File: config.mk
export PLATFORM = sky130hd
export DESIGN_NAME = dib_issue_ctl
export DESIGN_NICKNAME = d
export VERILOG_FILES = /design/src/rtl/dib_pkg.sv /design/src/rtl/dib_track.sv /design/src/rtl/dib_fwd_pick.sv /design/src/rtl/dib_pair_hazard.sv /design/src/rtl/dib_issue_ctl.sv
export SDC_FILE = /design/constraint.sdc
export NUM_CORES = 1
export LEC_CHECK = 0
export ABC_AREA = 0
export BUFFER_PORTS_ARGS = -buffer_cell sky130_fd_sc_hd__buf_4
export CAP_MARGIN = 40
export CELL_PAD_IN_SITES_DETAIL_PLACEMENT = 0
export CELL_PAD_IN_SITES_GLOBAL_PLACEMENT = 1
export CORE_MARGIN = 5
export CORE_UTILIZATION = 42
export DETAILED_ROUTE_END_ITERATION = 10
export GPL_ROUTABILITY_DRIVEN = 0
export HOLD_SLACK_MARGIN = 0.08
export PLACE_DENSITY_LB_ADDON = 0.1
export SYNTH_ARGS = -nofsm -noshare
export SYNTH_HDL_FRONTEND = slang
export SYNTH_SLANG_ARGS = --single-unit
File: constraint.sdc
create_clock -name clk -period 5.6 [get_ports clk]
set_input_delay 0.84 -clock clk [delete_from_list [all_inputs] [get_ports clk]]
set_output_delay 0.84 -clock clk [all_outputs]
set_load 0.02 [all_outputs]
File: src/rtl/dib_pkg.sv
package dib_pkg;
    localparam int N_PIPES = 2;
    localparam int N_OPS   = 4;

    typedef enum logic [2:0] {
        FW_BANK  = 3'd0,
        FW_P0_N1 = 3'd1,
        FW_P1_N1 = 3'd2,
        FW_P0_N2 = 3'd3,
        FW_P1_N2 = 3'd4
    } fwd_src_e;
endpackage

File: src/rtl/dib_track.sv
module dib_track #(
    parameter int AW = 5
) (
    input  logic                        clk,
    input  logic                        rst_n,
    input  logic [1:0]                  iss,
    input  logic [1:0]                  wr,
    input  logic [1:0]                  ld,
    input  logic [1:0][AW-1:0]          dst,
    output logic [1:0]                  n1_v,
    output logic [1:0]                  n1_ld,
    output logic [1:0][AW-1:0]          n1_dst,
    output logic [1:0]                  n2_v,
    output logic [1:0][AW-1:0]          n2_dst
);
    typedef struct packed {
        logic [1:0]         v1;
        logic [1:0]         ld1;
        logic [1:0][AW-1:0] d1;
        logic [1:0]         v2;
        logic [1:0][AW-1:0] d2;
    } hist_t;

    hist_t st_d, st_q;

    always_comb begin
        st_d = st_q;
        for (int p = 0; p < 2; p++) begin
            st_d.v1[p]  = iss[p] && wr[p];
            st_d.ld1[p] = ld[p];
            st_d.d1[p]  = dst[p];
            st_d.v2[p]  = st_q.v1[p];
            st_d.d2[p]  = st_q.d1[p];
        end
    end

    always_ff @(posedge clk) begin
        if (!rst_n) st_q <= '0;
        else        st_q <= st_d;
    end

    assign n1_v   = st_q.v1;
    assign n1_ld  = st_q.ld1;
    assign n1_dst = st_q.d1;
    assign n2_v   = st_q.v2;
    assign n2_dst = st_q.d2;
endmodule

File: src/rtl/dib_fwd_pick.sv
module dib_fwd_pick
    import dib_pkg::*;
#(
    parameter int AW = 5
) (
    input  logic [AW-1:0]         src,
    input  logic [1:0]            n1_v,
    input  logic [1:0]            n1_ld,
    input  logic [1:0][AW-1:0]    n1_dst,
    input  logic [1:0]            n2_v,
    input  logic [1:0][AW-1:0]    n2_dst,
    output fwd_src_e              sel,
    output logic                  ld_hit
);
    logic [1:0] hit1, hit2;

    for (genvar p = 0; p < 2; p++) begin : g_cmp
        assign hit1[p] = n1_v[p] && (n1_dst[p] == src);
        assign hit2[p] = n2_v[p] && (n2_dst[p] == src);
    end

    // Newer age first, then pipeline 1 (later in program order) first.
    always_comb begin
        sel    = FW_BANK;
        ld_hit = 1'b0;
        if (hit1[1]) begin
            sel    = FW_P1_N1;
            ld_hit = n1_ld[1];
        end else if (hit1[0]) begin
            sel    = FW_P0_N1;
            ld_hit = n1_ld[0];
        end else if (hit2[1]) begin
            sel    = FW_P1_N2;
        end else if (hit2[0]) begin
            sel    = FW_P0_N2;
        end
    end
endmodule

File: src/rtl/dib_pair_hazard.sv
module dib_pair_hazard #(
    parameter int AW = 5
) (
    input  logic          a_vld,
    input  logic          a_wr,
    input  logic [AW-1:0] a_dst,
    input  logic          a_lu,
    input  logic          b_vld,
    input  logic [AW-1:0] b_rs1,
    input  logic [AW-1:0] b_rs2,
    input  logic          b_lu,
    output logic          iss_a,
    output logic          iss_b,
    output logic [1:0]    take
);
    logic pair_raw;

    always_comb begin
        pair_raw = a_wr && ((a_dst == b_rs1) || (a_dst == b_rs2));
        iss_a    = a_vld && !a_lu;
        iss_b    = iss_a && b_vld && !pair_raw && !b_lu;
        take     = {iss_b, iss_a && !iss_b};
    end
endmodule

File: src/rtl/dib_issue_ctl.sv
module dib_issue_ctl
    import dib_pkg::*;
#(
    parameter int REG_AW = 5
) (
    input  logic              clk,
    input  logic              rst_n,
    input  logic              a_vld,
    input  logic              a_wr,
    input  logic              a_load,
    input  logic [REG_AW-1:0] a_dst,
    input  logic [REG_AW-1:0] a_rs1,
    input  logic [REG_AW-1:0] a_rs2,
    input  logic              b_vld,
    input  logic              b_wr,
    input  logic              b_load,
    input  logic [REG_AW-1:0] b_dst,
    input  logic [REG_AW-1:0] b_rs1,
    input  logic [REG_AW-1:0] b_rs2,
    output logic              issue_a,
    output logic              issue_b,
    output logic [1:0]        take_cnt,
    output logic [2:0]        sel_a1,
    output logic [2:0]        sel_a2,
    output logic [2:0]        sel_b1,
    output logic [2:0]        sel_b2
);
    logic [1:0]                n1_v, n1_ld, n2_v;
    logic [1:0][REG_AW-1:0]    n1_dst, n2_dst;
    logic [N_OPS-1:0][REG_AW-1:0] op_src;
    fwd_src_e                  op_sel [N_OPS];
    logic [N_OPS-1:0]          op_lu;
    logic                      iss_a, iss_b;
    logic [1:0]                take;

    assign op_src = {b_rs2, b_rs1, a_rs2, a_rs1};

    for (genvar k = 0; k < N_OPS; k++) begin : g_op
        dib_fwd_pick #(.AW(REG_AW)) u_pick (
            .src    (op_src[k]),
            .n1_v   (n1_v),
            .n1_ld  (n1_ld),
            .n1_dst (n1_dst),
            .n2_v   (n2_v),
            .n2_dst (n2_dst),
            .sel    (op_sel[k]),
            .ld_hit (op_lu[k])
        );
    end

    dib_pair_hazard #(.AW(REG_AW)) u_haz (
        .a_vld (a_vld),
        .a_wr  (a_wr),
        .a_dst (a_dst),
        .a_lu  (op_lu[0] || op_lu[1]),
        .b_vld (b_vld),
        .b_rs1 (b_rs1),
        .b_rs2 (b_rs2),
        .b_lu  (op_lu[2] || op_lu[3]),
        .iss_a (iss_a),
        .iss_b (iss_b),
        .take  (take)
    );

    dib_track #(.AW(REG_AW)) u_track (
        .clk    (clk),
        .rst_n  (rst_n),
        .iss    ({iss_b, iss_a}),
        .wr     ({b_wr, a_wr}),
        .ld     ({b_load, a_load}),
        .dst    ({b_dst, a_dst}),
        .n1_v   (n1_v),
        .n1_ld  (n1_ld),
        .n1_dst (n1_dst),
        .n2_v   (n2_v),
        .n2_dst (n2_dst)
    );

    assign issue_a  = iss_a;
    assign issue_b  = iss_b;
    assign take_cnt = take;
    assign sel_a1   = op_sel[0];
    assign sel_a2   = op_sel[1];
    assign sel_b1   = op_sel[2];
    assign sel_b2   = op_sel[3];
endmodule

# [After elaboration in Yosys (flattened, before gate mapping)]
# Cells that the tools add are included.
[word_totals] ff_bits=26 output_inout_bits=16 in_bits=38
[op_classes] n_mux=24 reduce_logical=31 n_eq_ne=18
[op_table] cell="$eq 5x5->1" count=18
[op_table] cell="$mux 3" count=12
[op_table] cell="$logic_and 1x1->1" count=24
[op_table] cell="$mux 1" count=8
[op_table] cell="$mux 2" count=4
[op_table] cell="$logic_not 1->1" count=4
[op_table] cell="$logic_or 1x1->1" count=3

# [Depth between registers and ports, before layout]
[depth] depth_word=12 mapped_depth=8 depth_no_buf=6

# [Hierarchy]
# Synthesis repeated with hierarchy kept, for this count alone.
[unflattened] hier_cells=228 area_unflattened_um2=2174.6
[by_module_without_submodules] module="dib_fwd_pick" n_inst=4 cells_each=35 seq_area_each_um2=0.0 area_per_inst_um2=295.3
[by_module_without_submodules] module="dib_track" n_inst=1 cells_each=66 seq_area_each_um2=520.5 area_per_inst_um2=820.8
[by_module_without_submodules] module="dib_pair_hazard" n_inst=1 cells_each=20 seq_area_each_um2=0.0 area_per_inst_um2=160.2
[by_module_without_submodules] module="dib_issue_ctl" n_inst=1 cells_each=2 seq_area_each_um2=0.0 area_per_inst_um2=12.5

# [Worst setup path before layout]
# OpenSTA, ideal clock, no wires.
[synth_path] path_kind="input to output" from="in a_rs1[0]" to="out take_cnt[1]" arrival_ns=2.557 path_buffers=2 cell_stages=8 slack_ns=2.203 cell_sequence="clkbuf_1 > xor2_1 > nor4_1 > nand3_1 > a22o_1 > a221oi_4 > and2_1 > buf_4"
[synth_between] elab_chain_cells=10 word_cells_on_any_way=12
[synth_lines] element="start: declaration" line_no="dib_issue_ctl.sv:12" rtl="input logic [REG_AW-1:0] a_rs1,"
[synth_lines] element="$eq 5x5->1" line_no="dib_fwd_pick.sv:18" rtl="assign hit1[p] = n1_v[p] && (n1_dst[p] == src);"
[synth_lines] element="$logic_and 1x1->1" line_no="dib_fwd_pick.sv:18"
[synth_lines] element="$mux 1" line_no="dib_fwd_pick.sv:29" rtl="end else if (hit1[0]) begin"
[synth_lines] element="$mux 1 (*)" line_no="dib_fwd_pick.sv:26" rtl="if (hit1[1]) begin"
[synth_lines] element="$logic_or 1x1->1 (*)" line_no="dib_issue_ctl.sv:55" rtl=".a_lu (op_lu[0] || op_lu[1]),"
[synth_lines] element="$logic_not 1->1 (*)" line_no="dib_pair_hazard.sv:20" rtl="iss_a = a_vld && !a_lu;"
[synth_lines] element="$logic_and 1x1->1 (*)" line_no="dib_pair_hazard.sv:20"
[synth_lines] element="via issue_a" line_no="dib_issue_ctl.sv:20" rtl="output logic issue_a,"
[synth_lines] element="$logic_and 1x1->1 (*) (3 in a row)" line_no="dib_pair_hazard.sv:21" rtl="iss_b = iss_a && b_vld && !pair_raw && !b_lu;"
[synth_lines] element="end: declaration" line_no="dib_issue_ctl.sv:22" rtl="output logic [1:0] take_cnt,"
# Mark *: on every way through the listed nets, which the timed path passes. The rest lies on a longest branch.

# [Worst setup path in the final report]
[layout_path] from="in a_rs2[3]" to="out issue_b"
[layout_between] elab_chain_cells=10 word_cells_on_any_way=12
[layout_lines] element="start: declaration" line_no="dib_issue_ctl.sv:13" rtl="input logic [REG_AW-1:0] a_rs2,"
[layout_lines] element="$eq 5x5->1" line_no="dib_fwd_pick.sv:18"
[layout_lines] element="$logic_and 1x1->1" line_no="dib_fwd_pick.sv:18"
[layout_lines] element="$mux 1" line_no="dib_fwd_pick.sv:29"
[layout_lines] element="$mux 1 (*)" line_no="dib_fwd_pick.sv:26"
[layout_lines] element="$logic_or 1x1->1 (*)" line_no="dib_issue_ctl.sv:55"
[layout_lines] element="$logic_not 1->1 (*)" line_no="dib_pair_hazard.sv:20"
[layout_lines] element="$logic_and 1x1->1 (*)" line_no="dib_pair_hazard.sv:20"
[layout_lines] element="$logic_and 1x1->1 (*) (3 in a row)" line_no="dib_pair_hazard.sv:21"
[layout_lines] element="end: declaration" line_no="dib_issue_ctl.sv:21" rtl="output logic issue_b,"
# Every way passes the cells marked *; elsewhere a longest branch is shown, timed or not.

==> impl_metrics.tcl <==
set metrics [dict create \
    status "finished, final reports clean" \
    design.die.area_mm2 0.00624 \
    syn2layout_area_growth_pct 20.7 \
    cts_tree "built" \
    power_switching_mw 0.126 \
    period_share 0.609 \
    timing.setup.tns_ns 0 \
    root_buffer "clkbuf_8" \
    synth_common_cells "xor2_1, dfxtp_1, and2_1" \
    synth_most_common_cell "xor2_1" \
    cts_setup_buffers 0 \
    hp-class "register to register" \
    grt_setup_unrepaired "no" \
    antenna_found_initial 0 \
    via_per_inst 5.21 \
    hold_violations 0 \
    powerDensity_mw_per_mm2 195 \
    ctsHtreeMaxLevel 1 \
    p_leak_nw 1.13 \
    reg2regPathDepth 6 \
    synth_edf_count 0 \
    grt_start_max_net_pins 27 \
    timing.hold.ws_ns 0.556 \
    syn_avg_cell_area_um2 8.69 \
    setup-violations-final 0 \
    synth_cell_types 30 \
    num_rows 25 \
    firstDrtPassIters 4 \
    grt.total_usage 0.183 \
    worstPathArrival_ns 2.57 \
    hpwl_um 4300 \
    finalClockSkew_ns 0.00342 \
    initial_core_util 0.429 \
    switching_share 0.267 \
    crit_type "input port to output port" \
    setup_ws_ns 2.19 \
    routed_wirelength_um 5510 \
    ys_seq_area_frac 0.260 \
    seq_area_um2 520 \
    design_area_mm2 0.00241 \
    busiest_layer "met2" \
    syn_nets 268 \
    wl_per_cell_um 17.4 \
    placed_area_mm2 0.00234 \
    drv_slew 0 \
    clock_power_share 0.329 \
    drv_cap 0 \
    cts_buffers 3 \
    post-route-min-period_ns 3.41 \
    grt-ovfl-total 0 \
    grt_util_met2 0.320 \
    fmax_ghz 0.293 \
    synthTopCellsByArea "xor2_1, dfxtp_1, xnor2_1" \
    p_int_mw 0.344 \
    cp.required_ns 4.76 \
    cts_hold_buf 0 \
    die_h_um 79.0 \
    r2r_slack_ns 3.55 \
    drt_iter0_drc 60 \
    pwr-share-comb 0.221 \
    clk_pin_slew_worst_paths_ns 0.09 \
    clk_latency_ns 0.27 \
    netlist_instances 230 \
    drc_errors 0 \
    synth_ff_type "dfxtp_1" \
    yosysTopAreaCell "xor2_1" \
    synth_async_sr_flop_share 0 \
    synth-seq-cells 26 \
    grt_pass1_vias 1670 \
    place.port_buffers 53 \
    chipWidth_um 79.0 \
    multiInputGateArea_mm2 0.00134 \
    min_delay_path_depth 1 \
    end_kind "output port" \
    drtAntennaViolNets 0 \
    pwr-share-seq 0.450 \
    clock_sinks 26 \
    cts_resized 0 \
    clock_path_buffers 2 \
    nets 302 \
    n_fill_cell 480 \
    drive_gt1_frac 0.236 \
    vias 1650 \
    vdd_drop_max_mv 0.143 \
    synth_area_mm2 0.00200 \
    worst_slew_pin_slew_ns 0.428 \
    grt_first_pass_wirelength_um 8610 \
    num_io_pins 54 \
    max-slew-margin-rel 0.712 \
    core_mm2 0.00466 \
    start_kind "input port" \
    antenna_cells 0 \
    place_ws_ns 2.17 \
    synth_top_area_frac 0.316 \
    grtUsageMet1 0.229 \
    met3_usage 0.0227 \
    cp_max_fo 5 \
    yosysWarningCount 0 \
]
==> per-stage QoR <==
step	power (mW)	utilization	std cells
after global placement	0.320	0.502	313
final	0.469	0.518	317
after floorplan	0.279	-	230
after global routing	0.493	0.518	317
after CTS	0.472	0.518	317
after detailed placement	0.320	0.502	313
==> path summary, 6_finish.rpt <==
check / start / endpoint
worst min register to register: u_track.n1_v[0] / u_track.n2_v[0]
worst min-delay path: u_track.n1_v[0] / u_track.n2_v[0]
worst max register to register: u_track.n1_dst[8] / u_track.n1_v[1]
worst max-delay path: a_rs2[3] / issue_b
==> layer usage <==
metal / part of all wire / wire, µm / up-vias
met5: 0 / 0 / -
met4: 0.024 / 132 / 0
met3: 0.050 / 277 / 10
met2: 0.49 / 2700 / 54
met1: 0.44 / 2400 / 761
li1: - / - / 825
==> sequential cells by signal, summed over array words and instances, names as in the netlist <==
signal / count
u_track.n1_ld: 2
u_track.n1_v: 2
u_track.n1_dst: 10
u_track.n2_dst: 10
u_track.n2_v: 2
==> critical path: stages <==
cell	delay, ns
buf_4	0.14
xor2_1	0.15
nor4_2	0.33
nand3_1	0.21
a22o_1	0.28
a221oi_4	0.29
and2_1	0.19
buf_4	0.14
==> logic make-up after synthesis <==
family,synth area share
xor+xnor,0.394
compound gates,0.0545
simple gates,0.224
buf+inv,0.0670
flops,0.260
==> layout by cell type, fill, tap and decap left out, types with 3 or more instances in the layout <==
master	Yosys	final
xor2_1	72	72
buf_4	1	53
dfxtp_1	26	26
and2_1	24	24
xnor2_1	18	18
nor4_1	17	17
nand3_1	11	11
and3_1	6	6
nand4_1	4	4
a21oi_1	3	3
o21ai_0	3	3
inv_1	3	3
nor3_1	3	3
clkbuf_8	0	3
==> area by class of cell <==
class,count,area share
Timing Repair Buffer,53,0.165
Multi-Input combinational cell,177,0.557
Inverter,3,0.00467
Clock inverter,1,0.0124
Clock buffer,3,0.0171
Sequential cell,26,0.216
Tap cell,54,0.0280
==> power by group through the flow <==
| stage | logic, mW | clock network (mW) | registers, mW |
|---|---|---|---|
| 2_1_floorplan | 0.0758 | 0 | 0.203 |
| 3_3_place_gp | 0.103 | 0 | 0.216 |
| 3_5_place_dp | 0.104 | 0 | 0.216 |
| 4_1_cts | 0.105 | 0.156 | 0.211 |
| 5_1_grt | 0.114 | 0.165 | 0.213 |
| 6_report | 0.104 | 0.154 | 0.211 |
(Power assumes the default switching activity.)
